===== src/rtl/hreg_pkg.sv =====
package hreg_pkg;

  typedef enum logic [2:0] {
    ALG_MD5    = 3'd0,
    ALG_SHA1   = 3'd1,
    ALG_SHA224 = 3'd2,
    ALG_SHA256 = 3'd3,
    ALG_SHA384 = 3'd4,
    ALG_SHA512 = 3'd5
  } hashAlgo_t;

  // write strobes from control to the register datapath
  typedef struct packed {
    logic wrSrc;
    logic wrDst;
    logic wrLen;
    logic wrGen;
    logic wrCmd;
  } regStrobe_t;

  // status bit positions
  localparam int STS_HASH_BUSY = 0;
  localparam int STS_CRYP_BUSY = 1;
  localparam int STS_RSA_BUSY  = 2;
  localparam int STS_HASH_FLAG = 9;
  localparam int STS_CRYP_FLAG = 12;
  localparam int STS_RSA_FLAG  = 13;

  // command bit positions
  localparam int CMD_MD5_LE  = 2;
  localparam int CMD_SHA_BE  = 3;
  localparam int CMD_SCATTER = 18;

  function automatic logic [3:0] algoKey(input logic [31:0] cmd);
    return {cmd[10], cmd[6], cmd[5], cmd[4]};
  endfunction

  function automatic logic algoValid(input logic [31:0] cmd);
    case (algoKey(cmd))
      4'b0000, 4'b0010, 4'b0100, 4'b0101, 4'b0110, 4'b1110: return 1'b1;
      default: return 1'b0;
    endcase
  endfunction

  function automatic hashAlgo_t algoCode(input logic [31:0] cmd);
    case (algoKey(cmd))
      4'b0010: return ALG_SHA1;
      4'b0100: return ALG_SHA224;
      4'b0101: return ALG_SHA256;
      4'b1110: return ALG_SHA384;
      4'b0110: return ALG_SHA512;
      default: return ALG_MD5;
    endcase
  endfunction

endpackage


===== src/rtl/hreg_datapath.sv =====
module hreg_datapath
  import hreg_pkg::*;
#(
  parameter int DATA_W = 32,
  parameter int ADDR_W = 8,
  parameter logic [DATA_W-1:0] SRC_MASK = 32'h7FFF_FFFF,
  parameter logic [DATA_W-1:0] DST_MASK = 32'h7FFF_FFF8,
  parameter logic [DATA_W-1:0] LEN_MASK = 32'h0FFF_FFFF,
  parameter logic [DATA_W-1:0] CMD_MASK = 32'h0004_047C,
  parameter logic [ADDR_W-1:0] GEN_OFF = 'h10,
  parameter logic [ADDR_W-1:0] STS_OFF = 'h1C,
  parameter logic [ADDR_W-1:0] SRC_OFF = 'h20,
  parameter logic [ADDR_W-1:0] DST_OFF = 'h24,
  parameter logic [ADDR_W-1:0] LEN_OFF = 'h2C,
  parameter logic [ADDR_W-1:0] CMD_OFF = 'h30
) (
  input  logic              clk,
  input  logic              rstN,
  input  regStrobe_t        strobe,
  input  logic [DATA_W-1:0] wrData,
  input  logic [ADDR_W-1:0] rdAddr,
  input  logic [DATA_W-1:0] statusWord,
  output logic [DATA_W-1:0] rdData,
  output logic [DATA_W-1:0] srcReg,
  output logic [DATA_W-1:0] dstReg,
  output logic [DATA_W-1:0] lenReg,
  output hashAlgo_t         algo,
  output logic              shaBigEnd,
  output logic              md5LittleEnd,
  output logic              scatter
);

  logic [DATA_W-1:0] genReg;
  logic [DATA_W-1:0] cmdReg;

  always_ff @(posedge clk) begin
    if (!rstN) begin
      srcReg <= '0;
      dstReg <= '0;
      lenReg <= '0;
      genReg <= '0;
      cmdReg <= '0;
    end else begin
      if (strobe.wrSrc) srcReg <= wrData & SRC_MASK;
      if (strobe.wrDst) dstReg <= wrData & DST_MASK;
      if (strobe.wrLen) lenReg <= wrData & LEN_MASK;
      if (strobe.wrGen) genReg <= wrData;
      if (strobe.wrCmd) cmdReg <= wrData & CMD_MASK;
    end
  end

  always_comb begin
    algo         = algoCode(cmdReg);
    shaBigEnd    = cmdReg[CMD_SHA_BE];
    md5LittleEnd = cmdReg[CMD_MD5_LE];
    scatter      = cmdReg[CMD_SCATTER];
  end

  always_comb begin
    rdData = '0;
    if (rdAddr == GEN_OFF) rdData = genReg;
    if (rdAddr == STS_OFF) rdData = statusWord;
    if (rdAddr == SRC_OFF) rdData = srcReg;
    if (rdAddr == DST_OFF) rdData = dstReg;
    if (rdAddr == LEN_OFF) rdData = lenReg;
    if (rdAddr == CMD_OFF) rdData = cmdReg;
  end

  // digest address is never stored unaligned
  a_r3_dst_aligned: assert property (@(posedge clk) disable iff (!rstN)
    strobe.wrDst |=> (dstReg[2:0] == 3'b000));

endmodule


===== src/rtl/hreg_control.sv =====
module hreg_control
  import hreg_pkg::*;
#(
  parameter int DATA_W = 32,
  parameter int ADDR_W = 8,
  parameter logic [ADDR_W-1:0] GEN_OFF = 'h10,
  parameter logic [ADDR_W-1:0] STS_OFF = 'h1C,
  parameter logic [ADDR_W-1:0] SRC_OFF = 'h20,
  parameter logic [ADDR_W-1:0] DST_OFF = 'h24,
  parameter logic [ADDR_W-1:0] LEN_OFF = 'h2C,
  parameter logic [ADDR_W-1:0] CMD_OFF = 'h30
) (
  input  logic              clk,
  input  logic              rstN,
  input  logic              busWrEn,
  input  logic [ADDR_W-1:0] busAddr,
  input  logic [DATA_W-1:0] busWrData,
  input  logic              hashDone,
  output regStrobe_t        strobe,
  output logic              startPulse,
  output logic [DATA_W-1:0] statusWord,
  output logic              irq
);

  logic hashBusy;
  logic hashFlag;
  logic stsWr;
  logic cmdWr;
  logic doneTake;
  // the crypto and RSA engines lie outside this block
  logic crypBusy, rsaBusy, crypFlag, rsaFlag;

  assign crypBusy = 1'b0;
  assign rsaBusy  = 1'b0;
  assign crypFlag = 1'b0;
  assign rsaFlag  = 1'b0;

  assign stsWr    = busWrEn && (busAddr == STS_OFF);
  assign cmdWr    = busWrEn && (busAddr == CMD_OFF);
  assign doneTake = hashDone && hashBusy;

  always_comb begin
    strobe       = '0;
    strobe.wrSrc = busWrEn && (busAddr == SRC_OFF);
    strobe.wrDst = busWrEn && (busAddr == DST_OFF);
    strobe.wrLen = busWrEn && (busAddr == LEN_OFF);
    strobe.wrGen = busWrEn && (busAddr == GEN_OFF);
    strobe.wrCmd = cmdWr && !hashBusy && algoValid(busWrData);
  end

  always_ff @(posedge clk) begin
    if (!rstN) begin
      hashBusy   <= 1'b0;
      hashFlag   <= 1'b0;
      startPulse <= 1'b0;
    end else begin
      startPulse <= strobe.wrCmd;
      if (strobe.wrCmd)  hashBusy <= 1'b1;
      else if (doneTake) hashBusy <= 1'b0;
      if (doneTake) hashFlag <= 1'b1;
      else if (stsWr && busWrData[STS_HASH_FLAG]) hashFlag <= 1'b0;
    end
  end

  always_comb begin
    statusWord                = '0;
    statusWord[STS_HASH_BUSY] = hashBusy;
    statusWord[STS_CRYP_BUSY] = crypBusy;
    statusWord[STS_RSA_BUSY]  = rsaBusy;
    statusWord[STS_HASH_FLAG] = hashFlag;
    statusWord[STS_CRYP_FLAG] = crypFlag;
    statusWord[STS_RSA_FLAG]  = rsaFlag;
    irq = hashFlag | crypFlag | rsaFlag;
  end

  // start lasts one cycle and coincides with busy
  a_r6_start_single: assert property (@(posedge clk) disable iff (!rstN)
    startPulse |=> !startPulse);
  a_r6_start_busy: assert property (@(posedge clk) disable iff (!rstN)
    startPulse |-> hashBusy);
  // command while busy never launches
  a_r9_busy_ignores_cmd: assert property (@(posedge clk) disable iff (!rstN)
    (cmdWr && hashBusy) |=> !startPulse);
  // done ends the job and raises the flag at one edge
  a_r11_done_flags: assert property (@(posedge clk) disable iff (!rstN)
    doneTake |=> (hashFlag && !hashBusy));
  a_r11_flag_origin: assert property (@(posedge clk) disable iff (!rstN)
    $rose(hashFlag) |-> $past(doneTake));
  // write-one clears the flag
  a_r12_w1c: assert property (@(posedge clk) disable iff (!rstN)
    (stsWr && busWrData[STS_HASH_FLAG] && !doneTake) |=> !hashFlag);

endmodule


===== src/rtl/hash_reg_front.sv =====
module hash_reg_front
  import hreg_pkg::*;
#(
  parameter int ADDR_W = 8
) (
  input  logic              clk,
  input  logic              rstN,
  input  logic              busWrEn,
  input  logic [ADDR_W-1:0] busAddr,
  input  logic [31:0]       busWrData,
  output logic [31:0]       busRdData,
  input  logic              hashDone,
  output logic              startPulse,
  output logic [31:0]       jobSrc,
  output logic [31:0]       jobDst,
  output logic [31:0]       jobLen,
  output logic [2:0]        jobAlgo,
  output logic              jobShaBigEnd,
  output logic              jobMd5LittleEnd,
  output logic              jobScatter,
  output logic              irq
);

  localparam int DATA_W = 32;

  regStrobe_t        strobe;
  logic [DATA_W-1:0] statusWord;
  hashAlgo_t         algo;

  hreg_control #(.DATA_W(DATA_W), .ADDR_W(ADDR_W)) u_ctl (
    .clk(clk), .rstN(rstN), .busWrEn(busWrEn), .busAddr(busAddr),
    .busWrData(busWrData), .hashDone(hashDone), .strobe(strobe),
    .startPulse(startPulse), .statusWord(statusWord), .irq(irq)
  );

  hreg_datapath #(.DATA_W(DATA_W), .ADDR_W(ADDR_W)) u_dp (
    .clk(clk), .rstN(rstN), .strobe(strobe), .wrData(busWrData),
    .rdAddr(busAddr), .statusWord(statusWord), .rdData(busRdData),
    .srcReg(jobSrc), .dstReg(jobDst), .lenReg(jobLen), .algo(algo),
    .shaBigEnd(jobShaBigEnd), .md5LittleEnd(jobMd5LittleEnd),
    .scatter(jobScatter)
  );

  assign jobAlgo = algo;

endmodule


===== config.mk =====
export PLATFORM = sky130hd
export DESIGN_NAME = hash_reg_front
export DESIGN_NICKNAME = d
export VERILOG_FILES = /design/src/rtl/hreg_pkg.sv /design/src/rtl/hreg_datapath.sv /design/src/rtl/hreg_control.sv /design/src/rtl/hash_reg_front.sv
export SDC_FILE = /design/constraint.sdc
export NUM_CORES = 1
export LEC_CHECK = 0
export ABC_AREA = 1
export BUFFER_PORTS_ARGS = -buffer_cell sky130_fd_sc_hd__buf_4
export CORE_MARGIN = 2
export CORE_UTILIZATION = 50
export DETAILED_ROUTE_END_ITERATION = 12
export GPL_TIMING_DRIVEN = 0
export PLACE_DENSITY = 0.77
export SKIP_CTS_REPAIR_TIMING = 1
export SYNTH_ARGS = -nofsm -noshare
export SYNTH_HDL_FRONTEND = slang
export SYNTH_SLANG_ARGS = --single-unit

===== constraint.sdc =====
create_clock -name clk -period 1.6 [get_ports clk]
set_clock_uncertainty 0.05 [all_clocks]
set_input_delay 0.24 -clock clk [delete_from_list [all_inputs] [get_ports clk]]
set_output_delay 0.24 -clock clk [all_outputs]
set_load 0.1 [all_outputs]

== Yosys cells after proc, flatten, opt, wreduce, memory -nomap -nowiden ==
Cells that the tools add are included.
Widths: inputs -> output; s select.

* Register bits after elaboration: 129
* Input port bits: 44
* Output and inout bits: 136
* Logic and storage cells: 51

* Eq/ne operators: 16
* Muxes and demuxes: 12
* Reductions and logical operators: 15

{| class="wikitable"
|+ Operator list
! kind !! number
|-
| $mux 32 || 6
|-
| $eq 8x6->1 const B || 4
|-
| $eq 4x3->1 const B || 6
|-
| $eq 8x5->1 const B || 2
|-
| $pmux 3 s5 || 1
|-
| $logic_and 1x1->1 || 10
|-
| $eq 4x2->1 const B || 2
|-
| $eq 4x4->1 const B || 2
|-
| $reduce_or 6->1 || 1
|-
| $mux 1 || 5
|-
| $logic_not 4->1 || 1
|-
| $reduce_bool 2->1 || 2
|-
| $logic_not 1->1 || 1
|}

== Logic depth before layout (Yosys ltp) ==
* Depth after elaboration: 7
* Depth in mapped cells: 10
* Depth with buffers taken out: 9

== Hierarchy ==
A second synthesis with hierarchy kept.

* Cells, all modules: 998
* Area total of the unflattened synthesis: 6630.1 sq um

{| class="wikitable"
|+ Modules (own cells, without submodules)
! module !! instances !! cells an instance !! area each (sq um) !! sequential area each (sq um)
|-
| hreg_datapath || 1 || 915 || 6103.4 || 2522.4
|-
| hreg_control || 1 || 83 || 526.8 || 60.1
|}

== Worst setup path after synthesis ==
Ideal clock, no wire load.

* Path type: flip-flop to output port
* Start point: reg u_dp.lenReg[14]
* End point: out busRdData[14]
* Arrival time: 2.467 ns
* Required time: 1.310 ns
* Path slack: -1.157 ns
* Cell stages (with the launch flop): 5
* Buffers on the path: 0
* Cell sequence: dfxtp_1 -> inv_1 -> nand2_1 -> nand3_1 -> nor2_1

* Word-level cells in the longest chain between the ends: 2

{| class="wikitable"
|+ Ends and longest elaborated chain
! element !! RTL line !! RTL
|-
| start, declared || hreg_datapath.sv:26 || <nowiki>output logic [DATA_W-1:0] lenReg,</nowiki>
|-
| start signal, assigned || hreg_datapath.sv:46 || <nowiki>if (strobe.wrLen) lenReg <= wrData & LEN_MASK;</nowiki>
|-
| $mux 32 || hreg_datapath.sv:65 || <nowiki>if (rdAddr == LEN_OFF) rdData = lenReg;</nowiki>
|-
| $mux 32 || hreg_datapath.sv:66 || <nowiki>if (rdAddr == CMD_OFF) rdData = cmdReg;</nowiki>
|-
| end, declared || hash_reg_front.sv:11 || <nowiki>output logic [31:0] busRdData,</nowiki>
|}

No other way between the ends.

== Worst setup path after layout ==
* Start point: in busAddr[5]
* End point: out busRdData[19]

* Word-level cells in the longest chain between the ends: 7
* Elaborated cells between the ends (all ways): 12
* Classes of those cells: eq/ne: 6; mux: 6

{| class="wikitable"
|+ Ends and longest elaborated chain
! element !! RTL line !! RTL
|-
| start, declared || hash_reg_front.sv:9 || <nowiki>input logic [ADDR_W-1:0] busAddr,</nowiki>
|-
| $eq 8x5->1 || hreg_datapath.sv:61 || <nowiki>if (rdAddr == GEN_OFF) rdData = genReg;</nowiki>
|-
| $mux 32 || hreg_datapath.sv:61 ||
|-
| $mux 32 || hreg_datapath.sv:62 || <nowiki>if (rdAddr == STS_OFF) rdData = statusWord;</nowiki>
|-
| $mux 32 || hreg_datapath.sv:63 || <nowiki>if (rdAddr == SRC_OFF) rdData = srcReg;</nowiki>
|-
| $mux 32 || hreg_datapath.sv:64 || <nowiki>if (rdAddr == DST_OFF) rdData = dstReg;</nowiki>
|-
| $mux 32 || hreg_datapath.sv:65 ||
|-
| $mux 32 (*) || hreg_datapath.sv:66 ||
|}

Every way passes the cells marked *; elsewhere a longest branch is shown, timed or not.

==> results.sh <==
export IMPL_h_tree_depth=4
export IMPL_synthCells=933
export IMPL_synthAdderAreaFrac_pct=0
export IMPL_crit_buf_inv=6
export IMPL_drc=0
export IMPL_cpLargestDelayFamily="buffers and inverters"
export IMPL_mostFrequentLayoutCells="nand2_1 (177), buf_4 (166), nor2_1 (132)"
export IMPL_num_rows=40
export IMPL_required_ns=1.31
export IMPL_yosysTopAreaCell="dfxtp_1"
export IMPL_ys_seq_area_share_pct=41.76
export IMPL_nNetsFinal=1206
export IMPL_slowest_stage="nor2_4"
export IMPL_die_y_um=115.2
export IMPL_grt_max_degree=17
export IMPL_port_buffers=169
export IMPL_hold_path_class="in2reg"
export IMPL_clk_latency_ns=0.42
export IMPL_reg2reg_to="u_dp.cmdReg[10]$_SDFFE_PN0P_"
export IMPL_p_per_area_nw_per_um2=784.7
export IMPL_min_delay_start="busWrData[31]"
export IMPL_yosys_area_top_type_share_pct=41.76
export IMPL_reg2reg_slack_ns=0.13
export IMPL_antenna_found_initial=0
export IMPL_maxCapViolCount=0
export IMPL_wl_per_cell_um=19.84
export IMPL_layout_drive_gt1_share_pct=40.72
export IMPL_arrival_ns=1.71
export IMPL_drtIter0Drc=1118
export IMPL_finalWeightedCongestion=0.8789
export IMPL_cts_sinks=129
export IMPL_reg2regPathDepth=8
export IMPL_viasPerCell=5.726
export IMPL_cts_root_buffer_cell="clkbuf_16"
export IMPL_wirelength_um=26620
export IMPL_critical_path_class="in2out"
export IMPL_peakVddDrop_mv=0.8367
export IMPL_final_util_pct=82.88
export IMPL_setup_viol=31
export IMPL_violations="setup timing"
export IMPL_vias=7684
export IMPL_timing_final_crit_period_ns=1.999
export IMPL_cts_tree="built"
export IMPL_cts_buffer_depth=2
export IMPL_tightest_slew_ns=0.8890
export IMPL_synth_compound_area_share_pct=10.64
export IMPL_syn_cell_area_um2=6185
export IMPL_overflow=0
export IMPL_synthTopCellsByArea="dfxtp_1 (42%), nand2_1 (13%), nor2_1 (9.9%)"
export IMPL_hold_end="u_dp.genReg[31]$_SDFFE_PN0P_"
export IMPL_cp_max_fo=5
export IMPL_yosys_cell_types_count=25
export IMPL_hpwlAfterDp_um=16050
export IMPL_die_width_um=115.2
export IMPL_synthToLayoutAreaGrowth_pct=61.64
export IMPL_status="finished, violations left"
export IMPL_synth_top_family_by_area="simple AND/OR/NAND/NOR gates"
export IMPL_cp_common_cell="nor2_4"
export IMPL_postSynthAreaPerCell_um2=6.629
export IMPL_leakagePower_nw=4.378
export IMPL_synthSimpleGateAreaFrac_pct=36.21
export IMPL_io_pins=180
export IMPL_grt_pass1_vias=6515
export IMPL_hold_viol=0
export IMPL_coreArea_um2=12060
export IMPL_rsz0062_at_grt="true"
export IMPL_slew_violations=0
export IMPL_grt_pass1_wl_um=35130
export IMPL_insertedDiodeCount=0
export IMPL_fin_ws_ns=-0.3993
export IMPL_min_period_over_period_pct=125.0
export IMPL_timing_hold_ws_ns=0.01026
export IMPL_synth_xor_area_share_pct=0
export IMPL_synth_seq_cells=129
export IMPL_synthMuxAreaShare_pct=0
export IMPL_layout_commonest_cell="nand2_1"
export IMPL_hold_depth=3
export IMPL_path_cells="buf_12 -> inv_12 -> nor2_4 -> nand2_4 -> nor2_4 -> buf_12 -> nor2_4 -> buf_4 -> nand3_1 -> nand2_1 -> clkinvlp_4 -> buf_6"
export IMPL_cp_start_kind="primary input"
export IMPL_max_freq_ghz=0.5002
export IMPL_ant_nets=0
export IMPL_max_stage_delay_ns=0.27
export IMPL_die_area_um2=13270
export IMPL_reg2reg_from="u_ctl.hashBusy$_SDFFE_PN0P_"
export IMPL_start_util_pct=51.28
export IMPL_end_kind="primary output"
export IMPL_grt_util_all_layers_pct=35.09
export IMPL_relSlewSlack_pct=40.74
export IMPL_dr_pass1_iters=6
export IMPL_clkSlewWorstSetupHoldPaths_ns=0.06
export IMPL_cts_buffers=17
export IMPL_yosysWarnings=0
cell type report:
| class | count | area, µm² |
|---|---|---|
| clock buffer | 26 | 499.2 |
| buffer | 71 | 563.0 |
| timing repair buffer | 203 | 2118 |
| multi-input combinational | 667 | 3475 |
| tap | 168 | 210.2 |
| inverter | 73 | 335.3 |
| sequential | 129 | 2696 |
| fill | 757 | 2064 |
| clock inverter | 5 | 100.1 |
worst min-delay path: cells and delay by family:
family / cells / cell delay [ns]
simple gates: 2 / 0.12
buf+inv: 1 / 0.08
sequential cells by signal, indices dropped and copies added (netlist names):
| name | cells |
|---|---|
| u_dp.cmdReg | 7 |
| u_ctl.hashBusy | 1 |
| u_dp.lenReg | 28 |
| u_dp.dstReg | 28 |
| u_ctl.startPulse | 1 |
| u_dp.genReg | 32 |
| u_dp.srcReg | 31 |
| u_ctl.irq | 1 |
logic make-up after synthesis:
kind of cell | Yosys count
AOI/OAI and AO/OA | 131
and+or+nand+nor | 527
DFF | 129
buffers and inverters | 145
other | 1
synthesized netlist by cell type (all sizes together):
master,count
a21boi,1
a21oi,59
buf,41
clkbuf,31
clkinv,1
conb,1
dfxtp,129
inv,72
nand2,219
nand3,100
nand4,3
nor2,173
nor3,32
o21ai,71
worst max-delay path by stage:
stage | from | end | slack, ns | depth (start not counted)
after detailed placement | busAddr[6] | busRdData[5] | -0.62 | 10
after global placement | busAddr[6] | busRdData[5] | -0.62 | 10
after floorplan | busAddr[0] | busRdData[11] | -0.41 | 7
after CTS | busAddr[6] | busRdData[5] | -0.63 | 10
final | busAddr[5] | busRdData[19] | -0.40 | 12
after global routing | busAddr[1] | busRdData[19] | -0.46 | 11
report_power, final:
group,internal [W],leakage [nW],total [W],switching (W)
sequential,0.00322,1.09,0.00322,0.00000464
combinational,0.000172,3.00,0.000606,0.000434
clock,0.00260,0.294,0.00402,0.00141
layer usage:
layer  GRT usage [%]  share of wire [%]  vias to the layer above  wire [µm]
met1           45.56                 37                     3528       9814
met2           55.76                 46                      620      12250
met3           6.800                 12                      123       3251
li1                -                  -                     3413          -
met4           17.83                4.9                        0       1309
met5               0                  0                        -          0
per-stage QoR:
| step | std cells | worst slack (ns) | area, µm² | power (W) | TNS (ns) |
|---|---|---|---|---|---|
| after floorplan | 941 | -0.4117 | 6698 | 0.003606 | -4.504 |
| after global placement | 1278 | -0.6158 | 8177 | 0.003829 | -24.03 |
| after detailed placement | 1278 | -0.6235 | 8177 | 0.003831 | -27.19 |
| after CTS | 1309 | -0.6266 | 8776 | 0.007744 | -17.09 |
| after global routing | 1342 | -0.4606 | 9997 | 0.007993 | -9.957 |
| final | 1342 | -0.3993 | 9997 | 0.007845 | -8.755 |
Note: power is estimated with default switching activity, not from simulation.
